===== src/rtl/tbp_pkg.sv =====
package tbp_pkg;

    typedef enum logic {
        MODE_COMPAT = 1'b0,
        MODE_FAST   = 1'b1
    } tbp_mode_e;

    localparam int unsigned TBP_RATE_W      = 4;
    localparam int unsigned TBP_COMPAT_RATE = 5;
    localparam int unsigned TBP_FAST_RATE   = 0;

endpackage


===== src/rtl/tbp_divider.sv =====
module tbp_divider
    import tbp_pkg::*;
#(
    parameter int unsigned RATE_W      = TBP_RATE_W,
    parameter int unsigned COMPAT_RATE = TBP_COMPAT_RATE,
    parameter int unsigned FAST_RATE   = TBP_FAST_RATE
) (
    input  logic              clk,
    input  logic              rst_n,
    input  logic              fast_mode_i,
    input  logic              we_i,
    input  logic [RATE_W-1:0] wdata_i,
    output logic [RATE_W-1:0] rate_o,
    output logic              tick_o,
    output tbp_mode_e         mode_o
);

    localparam logic [RATE_W-1:0] RST_COMPAT = RATE_W'(COMPAT_RATE);
    localparam logic [RATE_W-1:0] RST_FAST   = RATE_W'(FAST_RATE);

    typedef struct packed {
        tbp_mode_e         mode;
        logic [RATE_W-1:0] rate;
        logic [RATE_W-1:0] cnt;
    } div_state_t;

    div_state_t st_d, st_q;
    logic       tick_d;

    always_comb begin
        st_d   = st_q;
        tick_d = (st_q.cnt == st_q.rate);
        if (!rst_n) begin
            st_d.mode = fast_mode_i ? MODE_FAST : MODE_COMPAT;
            st_d.rate = fast_mode_i ? RST_FAST : RST_COMPAT;
            st_d.cnt  = '0;
        end else if (we_i) begin
            st_d.rate = wdata_i;
            st_d.cnt  = '0;
        end else if (tick_d) begin
            st_d.cnt  = '0;
        end else begin
            st_d.cnt  = st_q.cnt + 1'b1;
        end
    end

    always_ff @(posedge clk) begin
        st_q <= st_d;
    end

    assign rate_o = st_q.rate;
    assign tick_o = tick_d;
    assign mode_o = st_q.mode;

    // a strobe never lasts two cycles unless the rate is zero
    assert_tick_single_R2: assert property (@(posedge clk) disable iff (!rst_n)
        (tick_o && (st_q.rate != '0) && !we_i) |=> !tick_o);

    // a write restarts the count and loads the new rate
    assert_write_restart_R3: assert property (@(posedge clk) disable iff (!rst_n)
        we_i |=> ((st_q.cnt == '0) && (rate_o == $past(wdata_i))));

    // the mode is frozen outside reset
    assert_mode_frozen_R9: assert property (@(posedge clk) disable iff (!rst_n)
        rst_n |=> $stable(mode_o));

endmodule


===== src/rtl/tbp_sync.sv =====
module tbp_sync (
    input  logic clk,
    input  logic rst_n,
    input  logic async_i,
    output logic sync_o
);

    typedef struct packed {
        logic meta;
        logic stable;
    } sync_state_t;

    sync_state_t st_d, st_q;

    always_comb begin
        if (!rst_n) begin
            st_d.meta   = 1'b1;
            st_d.stable = 1'b1;
        end else begin
            st_d.meta   = async_i;
            st_d.stable = st_q.meta;
        end
    end

    always_ff @(posedge clk) begin
        st_q <= st_d;
    end

    assign sync_o = st_q.stable;

endmodule


===== src/rtl/tbp_sampler.sv =====
module tbp_sampler #(
    parameter int unsigned N_PINS = 6
) (
    input  logic              clk,
    input  logic              rst_n,
    input  logic              samp_i,
    input  logic [N_PINS-1:0] pin_s_i,
    output logic [N_PINS-1:0] lvl_o,
    output logic [N_PINS-1:0] fall_o
);

    typedef struct packed {
        logic [N_PINS-1:0] lvl;
        logic [N_PINS-1:0] fall;
    } samp_state_t;

    samp_state_t st_d, st_q;

    always_comb begin
        st_d.lvl  = st_q.lvl;
        st_d.fall = '0;
        if (!rst_n) begin
            st_d.lvl  = '1;
            st_d.fall = '0;
        end else if (samp_i) begin
            st_d.lvl  = pin_s_i;
            st_d.fall = st_q.lvl & ~pin_s_i;
        end
    end

    always_ff @(posedge clk) begin
        st_q <= st_d;
    end

    assign lvl_o  = st_q.lvl;
    assign fall_o = st_q.fall;

    // levels hold between sample strobes
    assert_hold_R5: assert property (@(posedge clk) disable iff (!rst_n)
        !samp_i |=> $stable(lvl_o));

    // no edge flag without a sample strobe
    assert_fall_needs_samp_R8: assert property (@(posedge clk) disable iff (!rst_n)
        !samp_i |=> (fall_o == '0));

    // a flagged pin always shows a low level
    assert_fall_low_R8: assert property (@(posedge clk) disable iff (!rst_n)
        ((fall_o & lvl_o) == '0));

endmodule


===== src/rtl/tbase_prescaler.sv =====
module tbase_prescaler
    import tbp_pkg::*;
#(
    parameter int unsigned N_PINS      = 6,
    parameter int unsigned RATE_W      = TBP_RATE_W,
    parameter int unsigned COMPAT_RATE = TBP_COMPAT_RATE,
    parameter int unsigned FAST_RATE   = TBP_FAST_RATE
) (
    input  logic              clk,
    input  logic              rst_n,
    input  logic              fast_mode_i,
    input  logic              rate_we_i,
    input  logic [RATE_W-1:0] rate_wdata_i,
    input  logic              t2_direct_i,
    input  logic [N_PINS-1:0] pin_i,
    output logic              tick_o,
    output logic              t2_tick_o,
    output logic              samp_o,
    output logic [RATE_W-1:0] rate_o,
    output logic [N_PINS-1:0] pin_lvl_o,
    output logic [N_PINS-1:0] pin_fall_o
);

    tbp_mode_e         mode;
    logic              tick;
    logic [N_PINS-1:0] pin_s;

    tbp_divider #(
        .RATE_W      (RATE_W),
        .COMPAT_RATE (COMPAT_RATE),
        .FAST_RATE   (FAST_RATE)
    ) i_div (
        .clk         (clk),
        .rst_n       (rst_n),
        .fast_mode_i (fast_mode_i),
        .we_i        (rate_we_i),
        .wdata_i     (rate_wdata_i),
        .rate_o      (rate_o),
        .tick_o      (tick),
        .mode_o      (mode)
    );

    for (genvar g = 0; g < N_PINS; g++) begin : g_sync
        tbp_sync i_sync (
            .clk     (clk),
            .rst_n   (rst_n),
            .async_i (pin_i[g]),
            .sync_o  (pin_s[g])
        );
    end

    assign tick_o    = tick;
    assign t2_tick_o = t2_direct_i | tick;
    assign samp_o    = (mode == MODE_FAST) | tick;

    tbp_sampler #(
        .N_PINS  (N_PINS)
    ) i_samp (
        .clk     (clk),
        .rst_n   (rst_n),
        .samp_i  (samp_o),
        .pin_s_i (pin_s),
        .lvl_o   (pin_lvl_o),
        .fall_o  (pin_fall_o)
    );

    // timer 2 is never slower than the shared strobe
    assert_t2_covers_tick_R4: assert property (@(posedge clk) disable iff (!rst_n)
        tick_o |-> t2_tick_o);

endmodule


===== config.mk =====
export PLATFORM = sky130hd
export DESIGN_NAME = tbase_prescaler
export DESIGN_NICKNAME = d
export VERILOG_FILES = /design/src/rtl/tbp_pkg.sv /design/src/rtl/tbp_divider.sv /design/src/rtl/tbp_sync.sv /design/src/rtl/tbp_sampler.sv /design/src/rtl/tbase_prescaler.sv
export SDC_FILE = /design/constraint.sdc
export NUM_CORES = 1
export LEC_CHECK = 0
export CELL_PAD_IN_SITES_DETAIL_PLACEMENT = 0
export CELL_PAD_IN_SITES_GLOBAL_PLACEMENT = 2
export CORE_MARGIN = 1.5
export CORE_UTILIZATION = 41
export DETAILED_ROUTE_END_ITERATION = 10
export DONT_BUFFER_PORTS = 1
export GPL_TIMING_DRIVEN = 1
export HOLD_SLACK_MARGIN = 0.05
export PLACE_DENSITY_LB_ADDON = 0.1
export RECOVER_POWER = 25
export SYNTH_ARGS = -nofsm -noshare
export SYNTH_HDL_FRONTEND = slang
export SYNTH_HIERARCHICAL = 1
export SYNTH_SLANG_ARGS = --single-unit

===== constraint.sdc =====
create_clock -name clk -period 3.1 [get_ports clk]
set_input_delay 0.31 -clock clk [delete_from_list [all_inputs] [get_ports clk]]
set_output_delay 0.31 -clock clk [all_outputs]
set_load 0.01 [all_outputs]

==> out/results.txt <==
maxcap violations - 0
FFs w/ async S/R, synth - 0%
Pins Over Slew Limit - 0
nets - 113
via/cell ratio - 4.84
mapped cell area - 1160 um^2
number of diodes - 0
net switching power figure - 0.174 mW
Peak Freq - 423 MHz
Syn Area/Cell - 12.6 um^2
most frequent cell after synthesis - dfxtp_1
post-route ant nets - 0
DRC viols - 0
Cell Count, Final, Fillers Out - 128
total power - 0.760 mW
Gate power share - 7.2%
Post-synth EDFFs - 5
Buffers on Ports - 0
site row count - 19
Synth area leader - dfxtp_1
dpl ws - 0.922 ns
CTS Root Cell - clkbuf_4
Slew HR - 60.8%
Data required, critical path - 2.79 ns
Post-Place Cell Area - 1160 um^2
design area - 1240 um^2
TritonCTS sink count - 33
Worst-Margin Slew - 0.587 ns
CORE AREA - 2710 um^2
worst skew pair latency - 0.32 ns
GPL Wtd Cong - 0.644
arrival time worst endpoint - 2.05 ns
Starting Density - 42.8%
Pint - 0.586 mW
Reg power frac - 62.0%
final hold violation count - 0
clk_skew - 0.00418 ns
net switching fraction of the power - 22.9%
Die Area - 3150 um^2
vias in the first global route - 546
CTS tree - built
Peak supply drop - 0.349 mV
crit path capture type - output port
Final Cycle Share - 76.2%
DRT iter0 DRCs - 24
largest net degree at the start of global routing - 17
final setup fails - 0
clock share of power - 30.8%
worst setup slack after layout - 0.737 ns
Clock Path Buffers - 2
placed insts - 118
Crit Path Class - flip-flop to output port
grt total ovfl - 0
worst-path fanout max - 8
Hold/Removal Path Class - input pin to flip-flop
Die Y - 56.2 um
Synth Net Count - 108
Layout Area Growth over Synthesis - 7.45%
Top Ports - 34
commonest cells in the netlist - dfxtp_1 (28), nand2b_1 (13), nand2_1 (8), mux2i_1 (6), nor3b_2 (6)
first-pass GRT wire length - 2730 um
GRT Total Usage - 12.2%
post-detail-place hpwl - 1110 um
sequential area share after synthesis - 61.3%
CP startpoint kind - flip-flop
WL/cell - 13.5 um
crit path time final - 2.36 ns
Post-CTS Setup Bufs - 0
Die W - 56.2 um
clock buffer count from CTS - 5
Seq cells post-synth - 33
First-pass DRT Iterations - 4
RSZ-0062 raised after global routing - no
synth unique cells - 19
PwrDens - 611 nW/um^2
post-route setup TNS - 0 ns
static leakage - 0.489 nW
outcome - finished, final reports clean
Via Count - 619
Synth Instances - 92
Synth Flop Type - dfxtp_1
clock-pin slew on the worst setup and hold paths - 0.09 ns
share of cells above drive strength 1 - 14.4%
Synth warnings - 6
H-tree depth - 2
ranking of synthesized cells by area - dfxtp_1 (48%), edfxtp_1 (13%), nand2b_1 (7.0%)
Filler Cells Inserted - 257
post-synth top area share - 48.4%
Total Routed Length - 1720 um
initial antenna violation count - 0
cell families after synthesis:
| kind of cell | share of synthesized area, % |
|---|---|
| XOR/XNOR | 4.54 |
| multiplexers | 5.18 |
| adder cells (fa/ha/maj) | 1.08 |
| flip-flops | 61.3 |
| AO/OA/AOI/OAI | 0.864 |
| AND/OR/NAND/NOR | 23.4 |
| buffers and inverters | 3.56 |
path summary, 6_finish.rpt:
path	startpoint	end	slack [ns]	cells past startpoint
min	pin_i[3]	g_sync[3].i_sync/st_q[1]$_SDFF_PN1_	0.08	1
max reg2reg	i_div/rate_o[0]$_DFFE_PP_	i_samp/lvl_o[1]$_SDFFE_PN1P_	0.92	5
min reg2reg	g_sync[5].i_sync/st_q[1]$_SDFF_PN1_	g_sync[5].i_sync/sync_o$_SDFF_PN1_	0.41	1
max	i_div/rate_o[0]$_DFFE_PP_	samp_o	0.74	3
critical path, cell delays in order, from the launching register on:
cell and delay (ns):
edfxtp_1 0.47, xor2_1 0.22, nor4_4 0.50, or2_1 0.55
area by class of cell:
type | instances | area, um^2 | share of cell area (%)
flip-flops and latches | 33 | 711 | 57.1
multi-input cells | 53 | 407 | 32.7
clock buffers | 7 | 55.1 | 4.42
well taps | 31 | 38.8 | 3.12
repair buffers | 3 | 30.0 | 2.41
inverters | 1 | 3.75 | 0.302
placed cells by master, fill, tap and decap left out, types with 2 or more instances in the layout:
master,synthesis,routed
edfxtp_1,5,5
nor3_1,3,3
xor2_1,5,5
and2_1,2,2
dlygate4sd3_1,0,3
nand2b_1,13,13
o21ai_0,2,2
dfxtp_1,28,28
or2_1,2,2
clkbuf_4,0,5
mux2i_1,6,6
nand2_1,8,8
nor3b_2,6,6
layer usage:
metal	wire [um]	track usage, %
met1	784	14.8
met2	706	14.5
met3	184	9.30
met4	46	8.16
met5	0	0
flip-flops by register name (all words and copies together) (netlist names):
register              flops
i_samp/lvl_o              6
g_sync.i_sync/st_q        6
i_div/st_q                4
g_sync.i_sync/sync_o      6
i_div/mode_o              1
i_samp/fall_o             6
i_div/rate_o              4
through the flow:
step	hold slack, ns	utilization, %
after floorplan	0.372	-
after global placement	0.376	42.8
after detailed placement	0.377	42.8
after CTS	0.0601	45.6
after global routing	0.0568	45.9
final	0.0799	45.9
repair_timing:
action,CTS,global route
resized for setup,0,0
hold endpoints to repair,16,1
hold buffers,2,1
power groups by stage:
stage | clock, mW | combinational [mW] | sequential (mW)
after floorplan | 0 | 0.0549 | 0.475
after global placement | 0 | 0.0485 | 0.482
after detailed placement | 0 | 0.0492 | 0.482
after CTS | 0.247 | 0.0547 | 0.472
after global routing | 0.262 | 0.0598 | 0.474
final | 0.234 | 0.0546 | 0.471
No activity file was read; power rests on OpenSTA's default activity.
